**src/rtl/i2c_dual_port_expander.sv**
```systemverilog
module i2c_dual_port_expander #(
  parameter logic [6:0] PP_ADDR = 7'h6D,
  parameter logic [6:0] OD_ADDR = 7'h5C
) (
  input  logic       clk,
  input  logic       rst_n,
  input  logic       scl_i,
  input  logic       sda_i,
  output logic       sda_oe,
  output logic [7:0] pp_out,
  output logic [7:0] od_oe,
  input  logic [7:0] od_in,
  output logic       int_n
);
  localparam logic [2:0] S_IDLE = 3'd0, S_ADDR = 3'd1, S_AACK = 3'd2, S_WDAT = 3'd3,
                         S_WACK = 3'd4, S_RDAT = 3'd5, S_RACK = 3'd6, S_IGN  = 3'd7;

  logic [2:0] scl_sy, sda_sy;
  logic [7:0] od_m, od_s;
  logic [2:0] st;
  logic [3:0] cnt;
  logic [7:0] sh, rdat, snap, pp_q, od_q;
  logic       irq, rw_q, grp_q, ackd;
  logic       scl_s, sda_s, scl_rise, scl_fall, start_det, stop_det;

  always_ff @(posedge clk or negedge rst_n)
    if (!rst_n) begin
      scl_sy <= 3'b111;
      sda_sy <= 3'b111;
      od_m   <= 8'hFF;
      od_s   <= 8'hFF;
    end else begin
      scl_sy <= {scl_sy[1:0], scl_i};
      sda_sy <= {sda_sy[1:0], sda_i};
      od_m   <= od_in;
      od_s   <= od_m;
    end

  assign scl_s     = scl_sy[1];
  assign sda_s     = sda_sy[1];
  assign scl_rise  = scl_s & ~scl_sy[2];
  assign scl_fall  = ~scl_s & scl_sy[2];
  assign start_det = scl_s & scl_sy[2] & ~sda_s & sda_sy[2];
  assign stop_det  = scl_s & scl_sy[2] & sda_s & ~sda_sy[2];

  assign pp_out = pp_q;
  assign od_oe  = ~od_q;
  assign int_n  = ~irq;

  always_ff @(posedge clk or negedge rst_n)
    if (!rst_n) begin
      st     <= S_IDLE;
      cnt    <= 4'd0;
      sh     <= 8'h00;
      rdat   <= 8'hFF;
      snap   <= 8'hFF;
      irq    <= 1'b0;
      rw_q   <= 1'b0;
      grp_q  <= 1'b0;
      ackd   <= 1'b0;
      pp_q   <= 8'hFF;
      od_q   <= 8'hFF;
      sda_oe <= 1'b0;
    end else begin
      if (od_s != snap) irq <= 1'b1;
      if (start_det) begin
        st     <= S_ADDR;
        cnt    <= 4'd0;
        sda_oe <= 1'b0;
      end else if (stop_det) begin
        st     <= S_IDLE;
        sda_oe <= 1'b0;
      end else begin
        case (st)
          S_ADDR:
            if (scl_rise) begin
              sh  <= {sh[6:0], sda_s};
              cnt <= cnt + 4'd1;
            end else if (scl_fall && cnt == 4'd8) begin
              if (sh[7:1] == PP_ADDR || sh[7:1] == OD_ADDR) begin
                sda_oe <= 1'b1;
                grp_q  <= (sh[7:1] == OD_ADDR);
                rw_q   <= sh[0];
                st     <= S_AACK;
              end else begin
                st <= S_IGN;
              end
            end
          S_AACK:
            if (scl_rise) begin
              snap <= od_s;
              rdat <= grp_q ? od_s : pp_q;
              if (!rw_q && grp_q) irq <= 1'b0;
            end else if (scl_fall) begin
              if (rw_q) begin
                sda_oe <= ~rdat[7];
                cnt    <= 4'd1;
                st     <= S_RDAT;
              end else begin
                sda_oe <= 1'b0;
                cnt    <= 4'd0;
                st     <= S_WDAT;
              end
            end
          S_WDAT:
            if (scl_rise) begin
              sh  <= {sh[6:0], sda_s};
              cnt <= cnt + 4'd1;
            end else if (scl_fall && cnt == 4'd8) begin
              if (grp_q) od_q <= sh;
              else       pp_q <= sh;
              sda_oe <= 1'b1;
              st     <= S_WACK;
            end
          S_WACK:
            if (scl_fall) begin
              sda_oe <= 1'b0;
              cnt    <= 4'd0;
              st     <= S_WDAT;
            end
          S_RDAT:
            if (scl_fall) begin
              if (cnt == 4'd8) begin
                sda_oe <= 1'b0;
                st     <= S_RACK;
              end else begin
                sda_oe <= ~rdat[3'd7 - cnt[2:0]];
                cnt    <= cnt + 4'd1;
              end
            end
          S_RACK:
            if (scl_rise) begin
              ackd <= ~sda_s;
              if (!sda_s) begin
                snap <= od_s;
                rdat <= grp_q ? od_s : pp_q;
              end
            end else if (scl_fall) begin
              if (ackd) begin
                sda_oe <= ~rdat[7];
                cnt    <= 4'd1;
                st     <= S_RDAT;
              end else begin
                st <= S_IGN;
              end
            end
          default: ;
        endcase
      end
    end
endmodule

```
**config.mk**
```make
export PLATFORM = sky130hd
export DESIGN_NAME = i2c_dual_port_expander
export DESIGN_NICKNAME = d
export VERILOG_FILES = /design/src/rtl/i2c_dual_port_expander.sv
export SDC_FILE = /design/constraint.sdc
export NUM_CORES = 1
export LEC_CHECK = 0
export BUFFER_PORTS_ARGS = -buffer_cell sky130_fd_sc_hd__buf_2
export CORE_ASPECT_RATIO = 1.2
export CORE_MARGIN = 5
export CORE_UTILIZATION = 38
export CTS_BUF_LIST = sky130_fd_sc_hd__clkbuf_8
export DETAILED_ROUTE_END_ITERATION = 8
export SLEW_MARGIN = 20
export SYNTH_ARGS = -nofsm -noshare
export SYNTH_HDL_FRONTEND = slang
export SYNTH_SLANG_ARGS = --single-unit
```
**constraint.sdc**
```tcl
create_clock -name clk -period 2.2 [get_ports clk]
set_clock_uncertainty 0.05 [all_clocks]
set_input_delay 0.33 -clock clk [delete_from_list [all_inputs] [get_ports clk]]
set_output_delay 0.33 -clock clk [all_outputs]
set_load 0.005 [all_outputs]
```
==> reports/summary.txt <==
Outcome -> finished, final reports clean
Area Growth Syn to Fin -> 18.46%
Yosys warns -> 0
Initial antenna violation count -> 0
Htree depth -> 3
Mux cell area share after synthesis -> 16.07%
Clk slew on worst S/H paths -> 0.08 ns
Reg2reg start -> cnt[0]
CP max FO -> 8
Reg-to-reg slack, setup -> 0.25 ns
Post-synth top area share -> 42.38%
Adder-cell share of the synthesized area -> 0.7474%
Via density -> 4.921
Worst VDD drop -> 0.0005522 V
Pwr Total -> 3.559 mW
Net Sw Frac -> 29.13%
CP endpoint kind -> flip-flop
Row count -> 37
Share of cells above drive strength 1 -> 48.87%
Clock Sinks -> 74
Initial Utilization -> 38.88%
Most area-hungry cell type in the Yosys netlist -> dfstp_2
Endpoint of the lowest-slack register-to-register path -> pp_out[4]
Height of the die -> 112.8 um
CP Class -> flip-flop to flip-flop
First-pass DRT Iterations -> 4
Die Area -> 10800 sq um
Hold WC Path Type -> primary input to flip-flop
Main synth FF type -> dfstp_2
F_max -> 513.8 MHz
Cell with the most instances after synthesis -> dfstp_2
Critical Path RT -> 2.43 ns
Diodes inserted -> 0
Largest family of logic cells by synthesized area -> multiplexers
Cell Area, Placed -> 3649 sq um
Number of buffers created by CTS -> 9
Setup Viol. Count Final -> 0
Max-cap violations -> 0
Worst slew margin -> 65.26%
Endpoint, Worst Hold -> od_m[6]
Compound-cell area share of the yosys netlist -> 8.969%
Hold Crit Depth -> 1
Post-Route WL -> 6394 um
Worst-Skew Late Latency -> 0.35 ns
Grt ovf -> 0
Avg WL per Cell -> 14.94 um
R2R cell count -> 6
Gr usage total -> 13.07%
Final Hold Viols -> 0
Vias -> 2106
Simple-Gate Fraction of Synth Area -> 12.11%
Register area share after synthesis -> 57.32%
TritonCTS clock tree -> built
IO Pins -> 30
Worst Max-Slew Pin Slew -> 0.5172 ns
Leak -> 1.597 nW
# Post-CTS Setup Buffers -> 0
Xor/xnor share of the synthesized area -> 2.093%
Hold_sp -> od_in[6]
Internal power -> 2.522 mW
Combinational share of power -> 18.1%
Root Buffer Master -> clkbuf_8
Die X -> 95.69 um
Ranking of synthesized cells by area -> dfstp_2 (42%), dfrtp_1 (15%), mux2_2 (11%)
Setup tns final -> 0 ns
PortBufs -> 29
Synth Register Bits -> 74
Fin area -> 3966 sq um
Cell variety after synth -> 49
Number of nets with antenna violations after routing -> 0
Placeable core area -> 8611 sq um
Total net switching power -> 1.037 mW
Period minus WS final -> 1.946 ns
EDFF count, synth -> 0
DRC violations left -> 0
Final period util -> 88.47%
Largest net degree at the start of global routing -> 75
Clk network pwr share -> 32.3%
Post-DP HPWL -> 4379 um
Netlist Area Pre-Place -> 3348 sq um
Final GP Congestion -> 0.8686
CTS Buffer Depth -> 2
Crit start category -> flip-flop
WP data arrival -> 2.17 ns
Final Net Count -> 320
Mean Syn Cell Area -> 12.93 sq um
Drt initial violations -> 98
PwrDens -> 897.3 nW/um^2
Vias in the first global route -> 2080
Final slew viol count -> 0
First-pass GRT wire length -> 10700 um
RSZ-0062 raised after global routing -> no
Commonest cells post-synth -> dfstp_2 (54), mux2_2 (34), dfrtp_1 (20), nand2_1 (15), inv_1 (13)
Mapped Cells -> 259
Net Count, Synth -> 273
Reg power frac -> 49.5%
Ys async rst share -> 100.0%
## worst max-delay path, cell delays in order (launching register included)
cell     delay (ns)
dfrtp_1        0.46
inv_1          0.12
ha_1           0.16
and3b_2        0.23
nand2_4        0.07
nor4_4         0.39
mux2_2         0.41
## flip-flops by register name, summed over array words and instances (netlist names), 3 cells and up
| signal | cells |
|---|---|
| cnt | 4 |
| od_q | 8 |
| scl_sy | 3 |
| od_s | 8 |
| rdat | 8 |
| od_m | 8 |
| sda_sy | 3 |
| snap | 8 |
| sh | 8 |
| pp_out | 8 |
| st | 3 |
## power by group through the flow
stage	clock [mW]	sequential, mW	combinational [mW]
2_1_floorplan	0	1.68	0.537
3_3_place_gp	0	1.78	0.623
3_5_place_dp	0	1.78	0.632
4_1_cts	1.19	1.76	0.638
5_1_grt	1.26	1.80	0.715
6_report	1.15	1.76	0.645
## kinds of logic (layout without fill, tap and decap cells)
family / Yosys count / count (layout)
and+or+nand+nor: 64 / 64
adders and majority gates: 2 / 2
xor gates and xnor gates: 8 / 8
AOI/OAI and AO/OA: 43 / 43
buffers and inverters: 21 / 73
muxes: 47 / 47
DFF: 74 / 74
## layout make-up
class,count,area [sq um]
Clock buffer,10,137.6
Clock inverter,6,80.08
Fill cell,822,4644
Inverter,13,48.80
Multi-Input combinational cell,164,1339
Sequential cell,74,1919
Tap cell,117,146.4
Timing Repair Buffer,44,295.3
## layout by cell type (no fill, tap or decap), types with 2 or more instances in the layout
| cell type | n |
|---|---|
| buf_4 | 4 |
| mux4_2 | 2 |
| bufinv_16 | 2 |
| clkinv_2 | 2 |
| and4bb_2 | 2 |
| xnor2_1 | 7 |
| o311ai_0 | 4 |
| ha_1 | 2 |
| nand2_1 | 15 |
| nor2_1 | 7 |
| buf_2 | 29 |
| dfstp_2 | 54 |
| nand3b_1 | 4 |
| clkbuf_8 | 10 |
| nor2b_1 | 5 |
| mux2i_1 | 11 |
| mux2_2 | 34 |
| a31oi_1 | 2 |
| o21ai_0 | 10 |
| and3_1 | 5 |
| inv_1 | 14 |
| o211ai_1 | 4 |
| a21oi_1 | 11 |
| nand2b_1 | 5 |
| or3_1 | 2 |
| nand3_1 | 6 |
| dfrtp_1 | 20 |
| dlygate4sd3_1 | 10 |
| o2bb2ai_1 | 2 |
| nand4b_1 | 2 |
| o31a_1 | 2 |
## metal layers
layer / wire length (um) / GRT usage (%) / share of wire [%]
met1: 2919 / 17.29 / 46
met2: 3122 / 19.20 / 49
met3: 217 / 3.856 / 3.4
met4: 135 / 6.831 / 2.1
met5: 0 / 0 / 0
## how the worst max path moves through the flow
stage / start / endpoint / cells after the start
floorplan: cnt[0] / pp_out[0] / 6
global placement: st[2] / cnt[2] / 4
detailed placement: cnt[0] / cnt[2] / 6
CTS: cnt[0] / cnt[2] / 6
global route: cnt[0] / pp_out[4] / 6
finish: cnt[0] / pp_out[4] / 6
## what timing repair did
action,in CTS,in global routing
gates resized for setup,0,0
endpoints found under the setup margin,0,0
hold buffers,1,9
hold endpoints to repair,20,9
## through the flow
stage | setup slack (ns) | std cells | utilization (%) | hold slack [ns]
floorplan | 0.4320 | 259 | - | -0.01559
global placement | 0.2648 | 402 | 42.37 | 0.2961
detailed placement | 0.2381 | 402 | 42.37 | 0.2972
CTS | 0.2305 | 419 | 45.02 | 0.003368
global route | 0.08230 | 428 | 46.06 | 0.001511
finish | 0.2537 | 428 | 46.06 | 0.03092
(Power assumes the default switching activity.)
